`src/rtl/pcm_rx_pkg.sv`:
```
package pcm_rx_pkg;

    typedef enum logic [1:0] {
        FMT_I2S  = 2'b00,
        FMT_LJ   = 2'b01,
        FMT_RJ16 = 2'b10,
        FMT_RJ24 = 2'b11
    } fmt_e;

    typedef enum logic [1:0] {
        ST_HUNT  = 2'b00,
        ST_LEFT  = 2'b01,
        ST_RIGHT = 2'b10
    } rx_state_e;

endpackage

```
`src/rtl/pcm_rx_sync.sv`:
```
module pcm_rx_sync #(
    parameter int STAGES = 2
) (
    input  logic clk,
    input  logic rst_n,
    input  logic sck_i,
    input  logic ws_i,
    input  logic sd_i,
    output logic bit_ev_o,
    output logic ws_o,
    output logic sd_o
);
    localparam int TOP = STAGES - 1;

    logic [TOP:0] sck_p, ws_p, sd_p;
    logic         sck_last;

    always_ff @(posedge clk or negedge rst_n) begin
        if (!rst_n) begin
            sck_p    <= '0;
            ws_p     <= '0;
            sd_p     <= '0;
            sck_last <= 1'b0;
        end else begin
            sck_p    <= {sck_p[TOP-1:0], sck_i};
            ws_p     <= {ws_p[TOP-1:0], ws_i};
            sd_p     <= {sd_p[TOP-1:0], sd_i};
            sck_last <= sck_p[TOP];
        end
    end

    // Word clock and data travel through the same depth as the bit clock,
    // so they are aligned with the detected rising edge.
    assign bit_ev_o = sck_p[TOP] & ~sck_last;
    assign ws_o     = ws_p[TOP];
    assign sd_o     = sd_p[TOP];

    // a rising edge needs a low sample first, so events never abut
    p_event_spaced_r6: assert property (@(posedge clk) disable iff (!rst_n)
        bit_ev_o |=> !bit_ev_o);

endmodule

```
`src/rtl/pcm_rx_ctrl.sv`:
```
module pcm_rx_ctrl
    import pcm_rx_pkg::*;
(
    input  logic       clk,
    input  logic       rst_n,
    input  logic       bit_ev_i,
    input  logic       ws_i,
    input  logic [1:0] fmt_sel_i,
    output rx_state_e  st_o,
    output fmt_e       mode_o,
    output logic       hit_o
);
    localparam logic [1:0] PRIME_DONE = 2'd2;

    rx_state_e  st_q, st_d;
    fmt_e       mode_q, eff_fmt, sel_fmt;
    logic       ws_prev, cw, cw_last, left_lvl, is_i2s, same_class;
    logic [1:0] prime_q;

    always_comb begin
        sel_fmt    = fmt_e'(fmt_sel_i);
        eff_fmt    = (st_q == ST_HUNT) ? sel_fmt : mode_q;
        is_i2s     = (eff_fmt == FMT_I2S);
        // I2S boundary lags the word clock by one bit
        cw         = is_i2s ? ws_prev : ws_i;
        left_lvl   = ~is_i2s;
        hit_o      = bit_ev_i && (prime_q == PRIME_DONE) && (cw != cw_last);
        same_class = ((sel_fmt == FMT_I2S) == (mode_q == FMT_I2S));
    end

    always_comb begin
        st_d = st_q;
        unique case (st_q)
            ST_HUNT:  if (hit_o && (cw == left_lvl)) st_d = ST_LEFT;   // lock
            ST_LEFT:  if (hit_o) st_d = ST_RIGHT;                      // split
            ST_RIGHT: if (hit_o) st_d = same_class ? ST_LEFT : ST_HUNT; // wrap / relock
            default:  st_d = ST_HUNT;
        endcase
    end

    // state register
    always_ff @(posedge clk or negedge rst_n) begin
        if (!rst_n) st_q <= ST_HUNT;
        else        st_q <= st_d;
    end

    always_ff @(posedge clk or negedge rst_n) begin
        if (!rst_n) begin
            ws_prev <= 1'b0;
            cw_last <= 1'b0;
            prime_q <= '0;
            mode_q  <= FMT_I2S;
        end else if (bit_ev_i) begin
            ws_prev <= ws_i;
            cw_last <= cw;
            if (st_d == ST_HUNT && st_q != ST_HUNT)
                prime_q <= '0;
            else if (st_q == ST_HUNT && prime_q != PRIME_DONE)
                prime_q <= prime_q + 2'd1;
            if (st_d == ST_LEFT && st_q != ST_LEFT)
                mode_q <= sel_fmt;
        end
    end

    assign st_o   = st_q;
    assign mode_o = mode_q;

    // the format in use is frozen for the whole left half-frame
    p_mode_frozen_r8: assert property (@(posedge clk) disable iff (!rst_n)
        (st_q == ST_LEFT) |=> $stable(mode_q));

    // the controller moves only on bit events
    p_state_on_bit_r6: assert property (@(posedge clk) disable iff (!rst_n)
        !bit_ev_i |=> $stable(st_q));

    // hunting only ever ends in a left half-frame
    p_hunt_exit_r9: assert property (@(posedge clk) disable iff (!rst_n)
        (st_q == ST_HUNT) |=> (st_q == ST_HUNT || st_q == ST_LEFT));

endmodule

```
`src/rtl/pcm_rx_path.sv`:
```
module pcm_rx_path
    import pcm_rx_pkg::*;
#(
    parameter int OUT_W   = 24,
    parameter int SHORT_W = 16
) (
    input  logic             clk,
    input  logic             rst_n,
    input  logic             bit_ev_i,
    input  logic             sd_i,
    input  logic             hit_i,
    input  rx_state_e        st_i,
    input  fmt_e             mode_i,
    output logic [OUT_W-1:0] left_o,
    output logic [OUT_W-1:0] right_o,
    output logic             valid_o
);
    localparam int CNT_W = $clog2(OUT_W + 1);
    localparam int PAD_W = OUT_W - SHORT_W;

    logic [OUT_W-1:0] head_q, tail_q, left_hold, word;
    logic [CNT_W-1:0] cnt_q;

    // head keeps the first OUT_W bits of a half-frame, tail the latest ones
    always_comb begin
        unique case (mode_i)
            FMT_I2S, FMT_LJ: word = head_q;
            FMT_RJ16:        word = {tail_q[SHORT_W-1:0], {PAD_W{1'b0}}};
            FMT_RJ24:        word = tail_q;
            default:         word = head_q;
        endcase
    end

    always_ff @(posedge clk or negedge rst_n) begin
        if (!rst_n) begin
            head_q    <= '0;
            tail_q    <= '0;
            cnt_q     <= '0;
            left_hold <= '0;
            left_o    <= '0;
            right_o   <= '0;
            valid_o   <= 1'b0;
        end else begin
            valid_o <= 1'b0;
            if (bit_ev_i) begin
                tail_q <= {tail_q[OUT_W-2:0], sd_i};
                if (hit_i) begin
                    head_q <= {{(OUT_W-1){1'b0}}, sd_i};
                    cnt_q  <= CNT_W'(1);
                    if (st_i == ST_LEFT)
                        left_hold <= word;
                    if (st_i == ST_RIGHT) begin
                        left_o  <= left_hold;
                        right_o <= word;
                        valid_o <= 1'b1;
                    end
                end else if (cnt_q < CNT_W'(OUT_W)) begin
                    head_q <= {head_q[OUT_W-2:0], sd_i};
                    cnt_q  <= cnt_q + CNT_W'(1);
                end
            end
        end
    end

    // single-cycle strobe
    p_strobe_single_r5: assert property (@(posedge clk) disable iff (!rst_n)
        valid_o |=> !valid_o);

    // samples held between strobes
    p_hold_outputs_r5: assert property (@(posedge clk) disable iff (!rst_n)
        !valid_o |-> ($stable(left_o) && $stable(right_o)));

    // a pair is only released when a right half-frame closes
    p_strobe_from_right_r7: assert property (@(posedge clk) disable iff (!rst_n)
        valid_o |-> ($past(st_i) == ST_RIGHT && $past(bit_ev_i)));

endmodule

```
`src/rtl/pcm_serial_rx.sv`:
```
module pcm_serial_rx
    import pcm_rx_pkg::*;
#(
    parameter int SYNC_STAGES = 2,
    parameter int OUT_W       = 24,
    parameter int SHORT_W     = 16
) (
    input  logic             clk,
    input  logic             rst_n,
    input  logic             sck_i,
    input  logic             ws_i,
    input  logic             sd_i,
    input  logic [1:0]       fmt_sel_i,
    output logic [OUT_W-1:0] left_o,
    output logic [OUT_W-1:0] right_o,
    output logic             valid_o
);
    logic      bit_ev, ws_s, sd_s, hit;
    rx_state_e st;
    fmt_e      mode;

    pcm_rx_sync #(.STAGES(SYNC_STAGES)) u_sync (
        .clk      (clk),
        .rst_n    (rst_n),
        .sck_i    (sck_i),
        .ws_i     (ws_i),
        .sd_i     (sd_i),
        .bit_ev_o (bit_ev),
        .ws_o     (ws_s),
        .sd_o     (sd_s)
    );

    pcm_rx_ctrl u_ctrl (
        .clk       (clk),
        .rst_n     (rst_n),
        .bit_ev_i  (bit_ev),
        .ws_i      (ws_s),
        .fmt_sel_i (fmt_sel_i),
        .st_o      (st),
        .mode_o    (mode),
        .hit_o     (hit)
    );

    pcm_rx_path #(.OUT_W(OUT_W), .SHORT_W(SHORT_W)) u_path (
        .clk      (clk),
        .rst_n    (rst_n),
        .bit_ev_i (bit_ev),
        .sd_i     (sd_s),
        .hit_i    (hit),
        .st_i     (st),
        .mode_i   (mode),
        .left_o   (left_o),
        .right_o  (right_o),
        .valid_o  (valid_o)
    );

endmodule

```
`config.mk`:
```
export PLATFORM = sky130hd
export DESIGN_NAME = pcm_serial_rx
export DESIGN_NICKNAME = d
export VERILOG_FILES = /design/src/rtl/pcm_rx_pkg.sv /design/src/rtl/pcm_rx_sync.sv /design/src/rtl/pcm_rx_ctrl.sv /design/src/rtl/pcm_rx_path.sv /design/src/rtl/pcm_serial_rx.sv
export SDC_FILE = /design/constraint.sdc
export NUM_CORES = 1
export LEC_CHECK = 0
export BUFFER_PORTS_ARGS = -buffer_cell sky130_fd_sc_hd__buf_2
export CORE_MARGIN = 2
export CORE_UTILIZATION = 35
export CTS_CLUSTER_DIAMETER = 80
export DETAILED_ROUTE_END_ITERATION = 12
export PLACE_DENSITY = 0.48
export REMOVE_ABC_BUFFERS = 1
export SETUP_SLACK_MARGIN = 0.3
export SYNTH_ARGS = -nofsm -noshare
export SYNTH_HDL_FRONTEND = slang
export SYNTH_SLANG_ARGS = --single-unit
```
`constraint.sdc`:
```
create_clock -name clk -period 3.2 [get_ports clk]
set_clock_uncertainty 0.2 [all_clocks]
set_input_delay 0.16 -clock clk [delete_from_list [all_inputs] [get_ports clk]]
set_output_delay 0.16 -clock clk [all_outputs]
set_load 0.01 [all_outputs]
```
==> out/results.ini, run 1 <==
[run_status]
status = completed

[critical_path]
reg2reg_slack_ns = 0.61
rr_worst_depth = 7
crit_chain = nor2_2, mux2i_4, a21oi_1, or2_1, o21ai_4, buf_4, a22o_1
crit_arrival_ns = 2.74
setup.worst_path.end_class = register
crit_fanout = 16
crit_path_start_kind = register
reg2reg_to = u_path.head_q[8]
r2r-start = u_ctrl.st_o[0]
startpoint = u_ctrl.st_o[0]
required_ns = 3.35
crit_slowest_cell = dfrtp_1
cp_slowest_stage_delay_ns = 0.45
path_class = reg -> reg

[layout]
nets = 583
fin_util = 0.427
design_area_um2 = 6780
drive_above_1_share = 0.222
stdcell_count = 801
num_antenna_cells = 0
area_growth_pct = 18.9

[floorplan]
dieWidth_um = 132
core.rowCount = 46
initial_utilization = 0.359
coreArea_um2 = 15900
num_io_pins = 56
dieArea_um2 = 17300
die_h_um = 132

[grt]
grt_overflow = 0
first_global_vias = 4023
antenna_found_initial = 0
track_usage = 0.143
grt_pass1_wl_mm = 20.0
grt_max_degree = 68

[placed_design]
portBuffers = 55
place_area_um2 = 6200
hpwl_mm = 7.42
place.gp.congestion = 0.748
place_inst = 765

[clock_network]
cts_tree = yes
cts_resized = 0
clk_latency_ns = 0.42
cts_setup_buffers = 0
cts_buffers = 17
h-tree-depth = 4
path_clk_slew_ns = 0.06
hold_buffers = 6
cts.path.max_buffers = 2
cts_root_buf = clkbuf_16
cts.sink_count = 141

[route]
wl_met1_mm = 5.62
drc = 0
wl_per_cell_um = 14.3
drt_iter0_drc = 156
wirelength_mm = 11.5
ant_nets = 0
via_per_inst = 4.79
num_vias = 3834
top_layer = met4
firstDrtPassIters = 4
wl_met3_um = 441
wl_met2_mm = 5.17

[timing]
clock.fmax_mhz = 386
fin_setup_tns_ns = 0
timing.slew.headroom = 0.580
report.final.slew_viol_count = 0
worstMarginPinSlew_ns = 0.630
fin_crit_sh = 0.810
post-route-min-period_ns = 2.59
finalHoldViolations = 0
setup_viol = 0
rsz0062_at_grt = false

[yosys]
yosysTopAreaCell = dfrtp_1
ys_warn_count = 0
yosys-top-cells-area = dfrtp_1, nand2_1, o21ai_0
synth_cell_types = 38
syn-instance-count = 515
yosys_most_used_dff = dfrtp_1
syn_area_um2 = 5700
synth_top_area_frac = 0.619
synthArstFlopShare = 1.00
yosysSeqAreaShare = 0.619
synthMostInstantiatedCell = nand2_1
synth.avg_cell_area_um2 = 11.1
synth-seq-cells = 141
synth-edff-count = 0
yosys-top-cells-count = nand2_1, dfrtp_1, o21ai_0

[run]
max_cap_viol_count = 0

[pwr]
ir_drop_mv = 0.720
total_power_mw = 4.85
power_per_cell_area_nw_per_um2 = 716
power.leakage_nw = 3.36

[worst_hold_path]
hp-class = in -> async

kinds of logic after synthesis:
kind of cell	count (synthesis)	share of synthesized area
buffers and inverters	38	0.0321
multiplexers	47	0.0909
adder cells (fa/ha/maj)	2	0.00439
AO/OA/AOI/OAI	113	0.125
XOR/XNOR	2	0.00307
AND/OR/NAND/NOR	172	0.125
flip-flops	141	0.619
metrics by stage:
step | setup slack (ns) | hold WS, ns
3_3_place_gp | 0.708 | 0.00316
4_1_cts | 0.599 | 0.137
5_1_grt | 0.413 | 0.161
2_1_floorplan | -1.68 | -0.336
3_5_place_dp | 0.622 | 0.00593
6_report | 0.608 | 0.0978
worst max-delay path, delay by kind of cell (launching register included):
family	cells	cell delay, ns
flip-flops	1	0.45
multiplexers	1	0.31
AO/OA/AOI/OAI	3	0.69
AND/OR/NAND/NOR	2	0.58
buffers and inverters	1	0.29
where the power goes:
part	switching (mW)	total [mW]	internal, mW
combinational	0.542	0.907	0.365
sequential	0.188	2.20	2.01
clock	0.706	1.75	1.04
cell type report:
class / count / area (um^2)
clock inverter: 6 / 38.8
tap: 216 / 270
clock buffer: 24 / 482
timing repair buffer: 74 / 439
inverter: 4 / 15.0
multi-input combinational: 336 / 2010
fill: 1562 / 9110
sequential: 141 / 3530
worst max path at each step:
| stage | endpoint | depth (start not counted) |
|---|---|---|
| 3_3_place_gp | u_path.head_q[16] | 7 |
| 4_1_cts | u_path.head_q[9] | 7 |
| 6_report | u_path.head_q[8] | 7 |
| 5_1_grt | u_path.head_q[5] | 7 |
| 2_1_floorplan | u_path.left_o[0] | 5 |
| 3_5_place_dp | u_path.head_q[1] | 7 |
sequential cells by signal, indices dropped and copies added, names as in the netlist:
signal,flops
u_path.head_q,24
u_path.left_hold,24
u_path.left_o,24
u_path.right_o,24
u_path.tail_q,24
u_path.cnt_q,5
u_ctrl.mode_o,2
u_ctrl.prime_q,2
u_ctrl.st_o,2
u_sync.sck_p,2
u_sync.sd_p,2
u_sync.ws_p,2
u_ctrl.cw_last,1
u_ctrl.ws_prev,1
u_path.valid_o,1
u_sync.sck_last,1
routing by layer:
layer	up-vias	track usage
li1	1881	-
met1	1876	0.186
met2	58	0.223
met3	19	0.0401
met4	0	0.0646
met5	-	0
cells in the final DEF, fill, tap and decap left out, types with 3 or more instances in the layout:
master and n:
a22o_1 24, o21ai_0 68, a31oi_1 8, clkbuf_8 3, mux2i_1 18, buf_2 54, nor2_1 6, clkinv_2 3
inv_1 4, dfrtp_1 141, dlygate4sd3_1 6, a21oi_1 3, nand2_1 142, buf_4 13, clkbuf_1 4, clkbuf_16 17
mux2_2 26, nor2b_1 10
Note: power is estimated with default switching activity, not from simulation.
==> run 2, diff against run 1 <==
--- a/config.mk
+++ b/config.mk
@@ -5,12 +5,13 @@
 export SDC_FILE = /design/constraint.sdc
 export NUM_CORES = 1
 export LEC_CHECK = 0
+export ABC_AREA = 1
 export BUFFER_PORTS_ARGS = -buffer_cell sky130_fd_sc_hd__buf_2
 export CORE_MARGIN = 2
 export CORE_UTILIZATION = 35
 export CTS_CLUSTER_DIAMETER = 80
 export DETAILED_ROUTE_END_ITERATION = 12
-export PLACE_DENSITY = 0.48
+export PLACE_DENSITY = 0.5
 export REMOVE_ABC_BUFFERS = 1
 export SETUP_SLACK_MARGIN = 0.3
 export SYNTH_ARGS = -nofsm -noshare
==> constraint.sdc (replaced) <==
create_clock -name clk -period 2.1 [get_ports clk]
set_clock_uncertainty 0.2 [all_clocks]
set_input_delay 0.105 -clock clk [delete_from_list [all_inputs] [get_ports clk]]
set_output_delay 0.105 -clock clk [all_outputs]
set_load 0.01 [all_outputs]
==> out/results.ini, run 2 <==
[floorplan]
core.rowCount = 46  ; unchanged
dieWidth_um = 132  ; +0.60%
die_h_um = 132  ; +0.60%
num_io_pins = 56  ; unchanged
initial_utilization = 0.361  ; +0.00180
coreArea_um2 = 16000  ; +0.72%
dieArea_um2 = 17500  ; +1.2%

[layout]
stdcell_count = 925  ; +15%
drive_above_1_share = 0.272  ; +0.0500
nets = 705  ; +21%
fillers = 1555  ; -0.45%
layout_common_cells = nand2_1, dfrtp_1, inv_1
num_antenna_cells = 0  ; unchanged
layout_commonest_cell = nand2_1
area_growth_pct = 33.9
fin_util = 0.483  ; +0.0560

[grt]
first_global_vias = 4213  ; +4.7%
grt_overflow = 0  ; unchanged
grt_pass1_wl_mm = 20.9  ; +4.9%
track_usage = 0.150  ; +0.00667
antenna_found_initial = 0  ; unchanged
grt_max_degree = 53  ; -22%

[placed_design]
place.gp.congestion = 0.742  ; -0.86%
hpwl_mm = 8.15  ; +9.8%
portBuffers = 55  ; unchanged
place_inst = 870  ; +14%

[route]
drc = 0  ; unchanged
via_per_inst = 4.64  ; -3.0%
num_vias = 4293  ; +12%
wirelength_mm = 13.6  ; +18%
firstDrtPassIters = 4  ; unchanged
drt_iter0_drc = 221  ; +42%
ant_nets = 0  ; unchanged
wl_per_cell_um = 14.7  ; +2.6%

[clock_network]
cts.sink_count = 141  ; unchanged
clk_latency_ns = 0.42  ; about the same
cts_tree = yes
cts.path.max_buffers = 2  ; unchanged
h-tree-depth = 4  ; unchanged
cts_root_buf = clkbuf_16
cts_buffers = 17  ; unchanged
path_clk_slew_ns = 0.06  ; about the same

[run_status]
status = finished with violations
violations = setup timing

[pwr]
power.leakage_nw = 3.89  ; +16%
power_per_cell_area_nw_per_um2 = 835  ; +17%
ir_drop_mv = 0.569  ; -21%

[critical_path]
crit_fanout = 9  ; -7
crit_arrival_ns = 2.26  ; -0.48 ns
setup.worst_path.end_class = register
required_ns = 2.24  ; -1.11 ns
crit_path_start_kind = register
path_class = reg -> reg

[timing]
fin_ws_ns = -0.0204  ; -0.628 ns
finalHoldViolations = 0  ; unchanged
clock.fmax_mhz = 472  ; +22%
worstMarginPinSlew_ns = 0.504  ; -0.126 ns
setup_viol = 5  ; +5
post-route-min-period_ns = 2.12  ; -0.472 ns
timing.slew.headroom = 0.664  ; +0.0842
fin_setup_tns_ns = -0.0370  ; -0.0370 ns
fin_crit_sh = 1.01  ; +0.200
rsz0062_at_grt = true
report.final.slew_viol_count = 0  ; unchanged

[yosys]
yosys-top-cells-count = nand2_1, dfrtp_1, inv_1
synth_cell_types = 33  ; -13%
synth-edff-count = 0  ; unchanged
syn_area_um2 = 5770  ; +1.2%
syn-instance-count = 609  ; +18%
yosysSeqAreaShare = 0.612  ; -0.00752
ys_warn_count = 0  ; unchanged
yosys_most_used_dff = dfrtp_1
yosysTopAreaCell = dfrtp_1
synthArstFlopShare = 1.00  ; unchanged
yosys-top-cells-area = dfrtp_1, nand2_1, o21ai_0
synth_top_area_frac = 0.612  ; -0.00752
synth.avg_cell_area_um2 = 9.47  ; -14%
synthMostInstantiatedCell = nand2_1
synth-seq-cells = 141  ; unchanged

[run]
max_cap_viol_count = 0  ; unchanged

[worst_hold_path]
hp-class = in -> reg

## run 2: cell families (layout without fill, tap and decap cells)
| group | after synthesis | count (layout) | synth area share |
|---|---|---|---|
| compound gates | 130 | 130 | 0.140 |
| flops | 141 | 141 | 0.612 |
| buf+inv | 116 | 216 | 0.0848 |
| simple gates | 218 | 218 | 0.156 |
| xor+xnor | 2 | 2 | 0.00304 |
| fa+ha+maj | 2 | 2 | 0.00434 |
## run 2: final timing paths
kind                                       from  slack, ns                  to  cells past startpoint
worst max register to register   u_ctrl.st_o[0]      -0.02   u_path.head_q[18]                     11
worst min-delay path               fmt_sel_i[1]       0.06      u_ctrl.cw_last                      5
min in group asynchronous                 rst_n       0.50  u_path.right_o[17]                      3
worst min register to register  u_sync.sck_p[0]       0.15     u_sync.sck_p[1]                      0
worst max-delay path             u_ctrl.st_o[0]      -0.02   u_path.head_q[18]                     11
max in group asynchronous                 rst_n       0.52    u_path.left_o[5]                      4
## run 2: critical path, stage by stage, from the launching register on
cell and delay [ns]:
dfrtp_1 0.41, nor2_2 0.16, nand2_2 0.10, nand2_2 0.11, nand2_4 0.08, a21oi_4 0.21, nor2_8 0.09, o21ai_4 0.16
inv_4 0.09, buf_12 0.13, buf_16 0.14, o22ai_2 0.14
## run 2: area by class of cell
cell class | instances | area, um^2 | area share
clock inverters | 12 | 216 | 0.0280
repair buffers | 96 | 856 | 0.111
flip-flops and latches | 141 | 3530 | 0.457
well taps | 216 | 270 | 0.0350
multi-input cells | 352 | 2060 | 0.267
clock buffers | 20 | 447 | 0.0578
inverters | 88 | 345 | 0.0447
## run 2: repair_timing
item / 4_1_cts / 5_1_grt
hold buffers: 7 / 0
endpoints found under the hold margin: 146 / 0
cloned: 1 / 6
pin swaps: 7 / 9
setup buffers: 4 / 5
resized for setup: 15 / 76
endpoints found under the setup margin: 108 / 108
## run 2: power by group
group / internal [mW] / switching, mW / leakage (nW)
Sequential: 2.79 / 0.0594 / 1.71
Clock: 2.25 / 1.13 / 0.324
Combinational: 0.0723 / 0.146 / 1.86
## run 2: through the flow
step	total power [mW]	hold slack, ns	cell area [um^2]	setup slack, ns
3_5_place_dp	3.10	-0.152	6410	-0.0168
6_report	6.45	0.0560	7720	-0.0204
3_3_place_gp	3.09	-0.158	6410	0.0778
2_1_floorplan	2.98	-0.391	5620	-0.619
5_1_grt	6.67	0.112	7720	-0.134
4_1_cts	6.51	0.0471	7270	0.0410
## run 2: layer usage
metal	vias to the layer above	GRT usage	wire length [um]
met1	2078	0.195	6430
met3	9	0.0408	403
li1	2139	-	-
met5	-	0	0
met2	67	0.242	6580
met4	0	0.0520	160
